$ cat config.mk
export PLATFORM = sky130hd
export DESIGN_NAME = sat_unit
export DESIGN_NICKNAME = d
export VERILOG_FILES = /design/src/rtl/sat_pkg.sv /design/src/rtl/sat_clamp.sv /design/src/rtl/sat_cond.sv /design/src/rtl/sat_unit.sv
export SDC_FILE = /design/constraint.sdc
export NUM_CORES = 1
export LEC_CHECK = 0
export BUFFER_PORTS_ARGS = -buffer_cell sky130_fd_sc_hd__buf_2
export CORE_MARGIN = 3
export CORE_UTILIZATION = 35
export DETAILED_ROUTE_END_ITERATION = 16
export PLACE_DENSITY = 0.54
export RECOVER_POWER = 50
export SYNTH_ARGS = -nofsm -noshare
export SYNTH_HDL_FRONTEND = slang
export SYNTH_SLANG_ARGS = --single-unit
$ cat constraint.sdc
create_clock -name clk -period 7.1 [get_ports clk]
set_input_delay 1.42 -clock clk [delete_from_list [all_inputs] [get_ports clk]]
set_output_delay 1.42 -clock clk [all_outputs]
set_load 0.005 [all_outputs]
$ cat src/rtl/sat_pkg.sv
package sat_pkg;
  // Condition field bit positions
  localparam int CF_LT = 3;
  localparam int CF_GT = 2;
  localparam int CF_EQ = 1;
  localparam int CF_OV = 0;

  typedef struct packed {
    logic lt;
    logic gt;
    logic eq;
    logic ov;
  } cond_t;

  // Element width in bits for a width-select code
  function automatic int elem_bits(input int min_ew, input int code);
    return min_ew << code;
  endfunction
endpackage

$ cat src/rtl/sat_clamp.sv
module sat_clamp #(
  parameter int RES_W  = 64,
  parameter int MIN_EW = 8,
  parameter int NUM_EW = 4,
  localparam int SEL_W = $clog2(NUM_EW),
  localparam int OUT_W = MIN_EW << (NUM_EW - 1)
) (
  input  logic [RES_W-1:0] res,
  input  logic [SEL_W-1:0] sel,
  input  logic             sgn,
  output logic [OUT_W-1:0] elem,
  output logic             sat_hi,
  output logic             sat_lo
);
  localparam int EXT_W = ((RES_W > OUT_W) ? RES_W : OUT_W) + 2;
  localparam logic [EXT_W-1:0] ONE = {{(EXT_W-1){1'b0}}, 1'b1};

  logic signed [EXT_W-1:0] smax_a [NUM_EW];
  logic signed [EXT_W-1:0] smin_a [NUM_EW];
  logic signed [EXT_W-1:0] umax_a [NUM_EW];
  logic        [OUT_W-1:0] mask_a [NUM_EW];

  for (genvar k = 0; k < NUM_EW; k++) begin : g_bound
    localparam int W = sat_pkg::elem_bits(MIN_EW, k);
    localparam logic [EXT_W-1:0] HALF = ONE << (W - 1);
    localparam logic [EXT_W-1:0] FULL = ONE << W;
    localparam logic [EXT_W-1:0] UMAX = FULL - ONE;
    assign smax_a[k] = $signed(HALF - ONE);
    assign smin_a[k] = $signed(~HALF + ONE);
    assign umax_a[k] = $signed(UMAX);
    assign mask_a[k] = UMAX[OUT_W-1:0];
  end

  logic signed [EXT_W-1:0] x_ext, hi_b, lo_b, clamped;

  assign x_ext = $signed({{(EXT_W-RES_W){res[RES_W-1]}}, res});
  assign hi_b  = sgn ? smax_a[sel] : umax_a[sel];
  assign lo_b  = sgn ? smin_a[sel] : '0;

  assign sat_hi = x_ext > hi_b;
  assign sat_lo = x_ext < lo_b;

  always_comb begin
    if (sat_hi)      clamped = hi_b;
    else if (sat_lo) clamped = lo_b;
    else             clamped = x_ext;
  end

  assign elem = clamped[OUT_W-1:0] & mask_a[sel];
endmodule

$ cat src/rtl/sat_cond.sv
module sat_cond #(
  parameter int MIN_EW = 8,
  parameter int NUM_EW = 4,
  localparam int SEL_W = $clog2(NUM_EW),
  localparam int OUT_W = MIN_EW << (NUM_EW - 1)
) (
  input  logic [OUT_W-1:0] elem,
  input  logic [SEL_W-1:0] sel,
  input  logic             ov,
  input  logic             rec,
  output sat_pkg::cond_t   cond
);
  logic [NUM_EW-1:0] sign_a;

  for (genvar k = 0; k < NUM_EW; k++) begin : g_sign
    assign sign_a[k] = elem[sat_pkg::elem_bits(MIN_EW, k) - 1];
  end

  logic neg, zero;
  assign neg  = sign_a[sel];
  assign zero = (elem == '0);

  always_comb begin
    cond = '0;
    if (rec) begin
      cond.lt = neg;
      cond.gt = !neg && !zero;
      cond.eq = zero;
      cond.ov = ov;
    end
  end
endmodule

$ cat src/rtl/sat_unit.sv
module sat_unit #(
  parameter int RES_W  = 64,
  parameter int MIN_EW = 8,
  parameter int NUM_EW = 4,
  localparam int SEL_W = $clog2(NUM_EW),
  localparam int OUT_W = MIN_EW << (NUM_EW - 1)
) (
  input  logic             clk,
  input  logic             rst_n,
  input  logic             in_valid,
  input  logic [RES_W-1:0] in_res,
  input  logic [SEL_W-1:0] in_sel,
  input  logic             in_sgn,
  input  logic             in_rec,
  output logic             out_valid,
  output logic [OUT_W-1:0] out_elem,
  output logic [3:0]       out_cond,
  output logic             out_cond_we
);
  logic [OUT_W-1:0] nx_elem;
  logic             sat_hi, sat_lo, clamp_ov;
  sat_pkg::cond_t   nx_cond;

  sat_clamp #(.RES_W(RES_W), .MIN_EW(MIN_EW), .NUM_EW(NUM_EW)) u_clamp (
    .res(in_res), .sel(in_sel), .sgn(in_sgn),
    .elem(nx_elem), .sat_hi(sat_hi), .sat_lo(sat_lo)
  );

  assign clamp_ov = sat_hi | sat_lo;

  sat_cond #(.MIN_EW(MIN_EW), .NUM_EW(NUM_EW)) u_cond (
    .elem(nx_elem), .sel(in_sel), .ov(clamp_ov), .rec(in_rec), .cond(nx_cond)
  );

  always_ff @(posedge clk) begin
    if (!rst_n) begin
      out_valid   <= 1'b0;
      out_elem    <= '0;
      out_cond    <= '0;
      out_cond_we <= 1'b0;
    end else begin
      out_valid   <= in_valid;
      out_elem    <= in_valid ? nx_elem : '0;
      out_cond    <= in_valid ? nx_cond : '0;
      out_cond_we <= in_valid && in_rec;
    end
  end
endmodule

==> reports/metrics.cfg, run 1 <==
[critical_path]
start_kind=input port
crit_chain=buf_2 > inv_1 > nor2_1 > inv_1 > nor2_1 > inv_1 > ha_1 > a21o_1 > a2111oi_0 > a21oi_1 > nor4_1 > o21ai_2 > and2_1 > buf_4 > o41a_1 > o211a_1 > and4_1
cp_slowest_cell=nor2_1
cp_common_cell=inv_1
critical_path_class=in2reg
cp_slowest_stage_delay_ns=0.57
worstPathMaxFanout=32
worst_setup_path_end_kind=register
worstPathArrival_ns=6.07
critical_path_required_ns=7.33

[yosys]
ys_seq_area_frac=0.281
ys_top_cells_by_count=ha_1 (106), a21oi_1 (84), dfxtp_1 (70), nand2_1 (54), nor2_1 (50)
yosys.area.top_type_share=0.281
synth.distinct_cells=56
syn_area_um2=4980
synth_cells=580
synth_async_sr_flop_share=0
yosys_warnings=0
syn_nets=757
yosysMostFrequentCell=ha_1
synth-seq-cells=70
synth_enable_flop_cells=0
synthTopCellsByArea=dfxtp_1 (28%), ha_1 (27%), a21oi_1 (8.4%)
yosysTopAreaCell=dfxtp_1
synth_ff_type=dfxtp_1
syn_area_per_cell_um2=8.59

[place]
dp_hpwl_mm=12.0
gp_congestion=0.862
io_buffers=140

[clock_tree]
cts_buffers=9
clock-root-buffer=clkbuf_16
htree_levels=3
cts_tree=built
clockBufferDepth=2
cts_resized=0
clkTransAtPathRegs_ns=0.06
clock-sinks=70
ctsHoldBuffers=0
postCtsSetupBuffers=0

[drt]
routed_via_density=5.54
drc=0
num_vias=4976
routed_wl_mm=15.5
dr.pass1.iters=5
post_drt_wl_per_cell_um=17.2
postRouteAntennaNets=0
drt_iter0_markers=269

[sta]
fin_crit_ns=5.84
finalSetupViolCount=0
whs_ns=1.34
tns_ns=0
period_share=0.823
worst_pin_slew_ns=1.14
hold_viol_final=0
maxSlewViolCount=0
rsz0062_at_grt=false
max_freq_mhz=171
slew_headroom=0.240

[global_route]
grt_pass1_wl_mm=25.5
grt_max_degree=33
grtUsageTotal=0.198
grt-ovfl-total=0
antenna_found_initial=0
grt_pass1_vias=5052

[die]
io_pins=141
fp-row-count=42
die_area_um2=15700
die_y_um=125
start_util=0.367
die_width_um=125
core_area_um2=13600

[cells_and_area]
layout.nets=895
num-fill-cells=1378
drive_above_1_share=0.198
syn2layout_area_growth_pct=22.6
register_area_um2=1400
n_antenna_cell=0
multi_input_area_um2=3470

[run_status]
status=completed

[power]
p_per_area_nw_per_um2=188
ir_drop_v=0.000116
p_leak_nw=2.74

[flow_run]
maxCapViolations=0

[worst_hold_path]
hp-class=in2reg

## cell usage in the layout (no fill, tap or decap), types with 3 or more instances in the layout
cell type / n
ha_1: 106
nor3_1: 10
and4_1: 3
nand4_1: 24
a221oi_1: 3
a21o_1: 5
o21ai_1: 3
nand3_1: 11
nor2_1: 50
buf_2: 110
a211oi_1: 7
clkbuf_16: 9
nor4_1: 20
dfxtp_1: 70
a21oi_1: 84
a22oi_1: 3
inv_1: 11
clkbuf_1: 30
nand2_1: 54
o21a_1: 28
nand2b_1: 4
o211ai_1: 5
buf_4: 5
o21ai_0: 22
or3_1: 3
## power breakdown
group	internal [mW]	switching [mW]
sequential	0.409	0.00428
clock	0.255	0.168
combinational	0.118	0.196
## worst paths after layout
check	start	to	slack (ns)	cells past startpoint
setup / recovery	in_sgn	out_cond[3]$_SDFF_PN0_	1.26	17
hold / removal	in_res[52]	out_elem[52]$_SDFF_PN0_	1.34	2
## routing by layer
layer / global-route usage / vias up / wire (µm)
met1: 0.257 / 2320 / 7110
met2: 0.326 / 144 / 7190
li1: - / 2484 / -
met4: 0.0651 / 0 / 378
met5: 0 / - / 0
met3: 0.0478 / 28 / 805
## cell families after synthesis
kind of cell    share of synthesized area
compound gates                      0.230
simple gates                        0.194
buf+inv                            0.0254
fa+ha+maj                           0.266
flops                               0.281
mux                               0.00402
## critical path: cells and delay by family
family	cells	cell delay [ns]
fa+ha+maj	1	0.37
simple gates	5	1.52
buf+inv	5	1.24
compound gates	6	1.50
## flip-flops by register name, summed over array words and instances, names as in the netlist
signal       cells
out_cond_we      1
out_elem        64
out_cond         4
out_valid        1
## final cells by class
type | count | share of cell area
inverters | 11 | 0.00676
multi-input cells | 481 | 0.567
clock buffers | 13 | 0.0426
clock inverters | 3 | 0.00307
well taps | 176 | 0.0361
repair buffers | 145 | 0.115
flip-flops and latches | 70 | 0.229
## stage by stage
step	total power, mW	instances	area, µm²	utilization	setup WS [ns]
6_report	1.15	899	6110	0.451	1.26
5_1_grt	1.22	899	6110	0.451	0.805
4_1_cts	1.17	899	6150	0.453	1.34
3_5_place_dp	0.736	883	5870	0.433	0.975
3_3_place_gp	0.728	883	5870	0.433	0.863
2_1_floorplan	0.620	580	4980	-	1.38
Note: power is estimated with default switching activity, not from simulation.
==> inputs of run 2 (changes only) <==
PLACE_DENSITY = 0.57   (was 0.54)
clock period = 5.1 ns   (was 7.1 ns; I/O delays follow)
==> run 2 against run 1 <==
Compared with the run above:
- setup slack got worse by 0.59 ns
- die area did not move
- global-route usage fell by 0.27 points
- cell area rose by 0.82%
- hold slack got worse by 0.40 ns
- non-clock buffer count rose by 8
- first-iteration DRC count fell by 9.3%
- flip-flop and latch count did not move
- largest cell class unchanged
- largest power group is now registers
==> reports/metrics.cfg, run 2 (synthesized netlist as in run 1, its figures left out) <==
[power]
ir_drop_v=0.000145  ; was 0.000116 V
p_per_area_nw_per_um2=258  ; was 188 nW/µm²
p_leak_nw=2.77  ; was 2.74 nW
power_mw=1.59  ; was 1.15 mW

[clock_tree]
postCtsSetupBuffers=0  ; unchanged
cts_resized=0  ; unchanged
clkTransAtPathRegs_ns=0.06  ; about the same
clock-root-buffer=clkbuf_16  ; unchanged
ctsHoldBuffers=0  ; unchanged
cts_buffers=9  ; unchanged
clock-sinks=70  ; unchanged
htree_levels=3  ; unchanged
cts_tree=built  ; unchanged
clockBufferDepth=2  ; unchanged

[global_route]
grt-ovfl-total=0  ; unchanged
antenna_found_initial=0  ; unchanged
grtUsageTotal=0.196  ; was 0.198
grt_max_degree=34  ; was 33
grt_pass1_wl_mm=25.2  ; was 25.5 mm
grt_pass1_vias=5136  ; was 5052

[worst_hold_path]
min_from=in_res[1]  ; was in_res[52]
holdPathStages=3  ; was 2
whs_endpoint=out_elem[1]$_SDFF_PN0_  ; was out_elem[52]$_SDFF_PN0_
hp-class=in2reg  ; unchanged

[critical_path]
worstPathMaxFanout=20  ; was 32
critical_path_class=in2reg  ; unchanged
cp_slowest_stage_delay_ns=0.67  ; was 0.57 ns
critical_path_required_ns=5.39  ; was 7.33 ns
worst_setup_path_end_kind=register  ; unchanged
crit_chain=buf_2 > nand2_1 > nand2_2 > buf_4 > ha_1 > a211oi_1 > nor2_1 > a2111oi_4 > or3_1 > and2_1 > a211oi_1 > nor4_2 > and2_1  ; was buf_2 > inv_1 > nor2_1 > inv_1 > nor2_1 > inv_1 > ha_1 > a21o_1 > a2111oi_0 > a21oi_1 > nor4_1 > o21ai_2 > and2_1 > buf_4 > o41a_1 > o211a_1 > and4_1
start_kind=input port  ; unchanged
worst-path-buf-inv=2  ; was 5
worstPathArrival_ns=4.72  ; was 6.07 ns
crit_family=simple AND/OR/NAND/NOR gates  ; unchanged
cp_slowest_cell=and2_1  ; was nor2_1

[drt]
postRouteAntennaNets=0  ; unchanged
post_drt_wl_per_cell_um=16.7  ; was 17.2 µm
routed_wl_mm=15.1  ; was 15.5 mm
num_vias=4968  ; was 4976
dr.pass1.iters=6  ; was 5
drc=0  ; unchanged
drt_iter0_markers=244  ; was 269
routed_via_density=5.48  ; was 5.54

[sta]
worst_pin_slew_ns=0.736  ; was 1.14 ns
rsz0062_at_grt=false  ; unchanged
period_share=0.870
maxSlewViolCount=0  ; unchanged
slew_headroom=0.509  ; was 0.240
tns_ns=0  ; unchanged
hold_viol_final=0  ; unchanged
fin_crit_ns=4.44
finalSetupViolCount=0  ; unchanged
max_freq_mhz=225

[cells_and_area]
layout_commonest_cell=buf_2  ; unchanged
syn2layout_area_growth_pct=23.6  ; was 22.6%
fin_util=0.454  ; was 0.451
n_antenna_cell=0  ; unchanged
largest_register=out_elem  ; unchanged
largest_register_ffs=64  ; unchanged
num-fill-cells=1368  ; was 1378
multi_input_area_um2=3470  ; about the same
drive_above_1_share=0.208  ; was 0.198
register_area_um2=1400  ; unchanged
top_regs=out_elem x64, out_cond x4  ; unchanged
final_cell_mix=buf_2 (109), ha_1 (106), a21oi_1 (84)  ; was buf_2 (110), ha_1 (106), a21oi_1 (84)
layout.nets=903  ; was 895

[die]
die_y_um=125  ; unchanged
io_pins=141  ; unchanged
die_area_um2=15700  ; unchanged
die_width_um=125  ; unchanged
core_area_um2=13600  ; unchanged
fp-row-count=42  ; unchanged
start_util=0.367  ; unchanged

[flow_run]
maxCapViolations=0  ; unchanged

[place]
io_buffers=140  ; unchanged
dp_hpwl_mm=12.0  ; about the same
gp_congestion=0.875  ; was 0.862

[run_status]
status=completed  ; unchanged

## run 2: cell types whose count changed in the layout (fill, tap and decap cells not counted), sizes merged
| cell | before | now |
|---|---|---|
| buf | 117 | 122 |
| clkinvlp | 0 | 2 |
| clkinv | 3 | 4 |
## run 2: worst max path at each step
stage	from	end	slack [ns]	depth (start not counted)
after floorplan	in_sel[1]	out_cond[3]$_SDFF_PN0_	0.07	15
after global placement	in_sgn	out_cond[3]$_SDFF_PN0_	0.44	17
after detailed placement	in_sgn	out_cond[1]$_SDFF_PN0_	0.35	16
after CTS	in_sgn	out_cond[1]$_SDFF_PN0_	0.69	16
after global routing	in_sgn	out_elem[60]$_SDFF_PN0_	0.13	18
final	in_sel[1]	out_cond[1]$_SDFF_PN0_	0.66	13
## run 2: stage by stage
stage                     hold WS [ns]  area, µm²  std cells  setup slack [ns]
after detailed placement          1.29       5930        891             0.345
after floorplan                   1.14       4980        580            0.0684
after CTS                        0.924       6200        907             0.691
after global routing             0.936       6160        907             0.129
after global placement            1.29       5930        891             0.442
final                            0.938       6160        907             0.665
## run 2: final cells by class
cell class                      instances  share of cell area
Tap cell                              176              0.0358
Multi-Input combinational cell        481               0.563
Timing Repair Buffer                  153               0.123
Clock buffer                           10              0.0372
Clock inverter                          6             0.00630
Inverter                               11             0.00670
Sequential cell                        70               0.228
## run 2: power breakdown
part	switching [mW]	internal, mW	leakage [nW]	total (mW)
clock	0.245	0.327	0.128	0.572
combinational	0.269	0.170	2.07	0.439
sequential	0.00567	0.570	0.570	0.575
total	0.520	1.07	2.77	1.59
## run 2: metal layers
metal	global-route usage	vias to the layer above	routed length (µm)
met5	0	-	0
met4	0.0886	0	425
met3	0.0456	33	900
met2	0.316	154	6900
met1	0.248	2286	6890
li1	-	2495	-
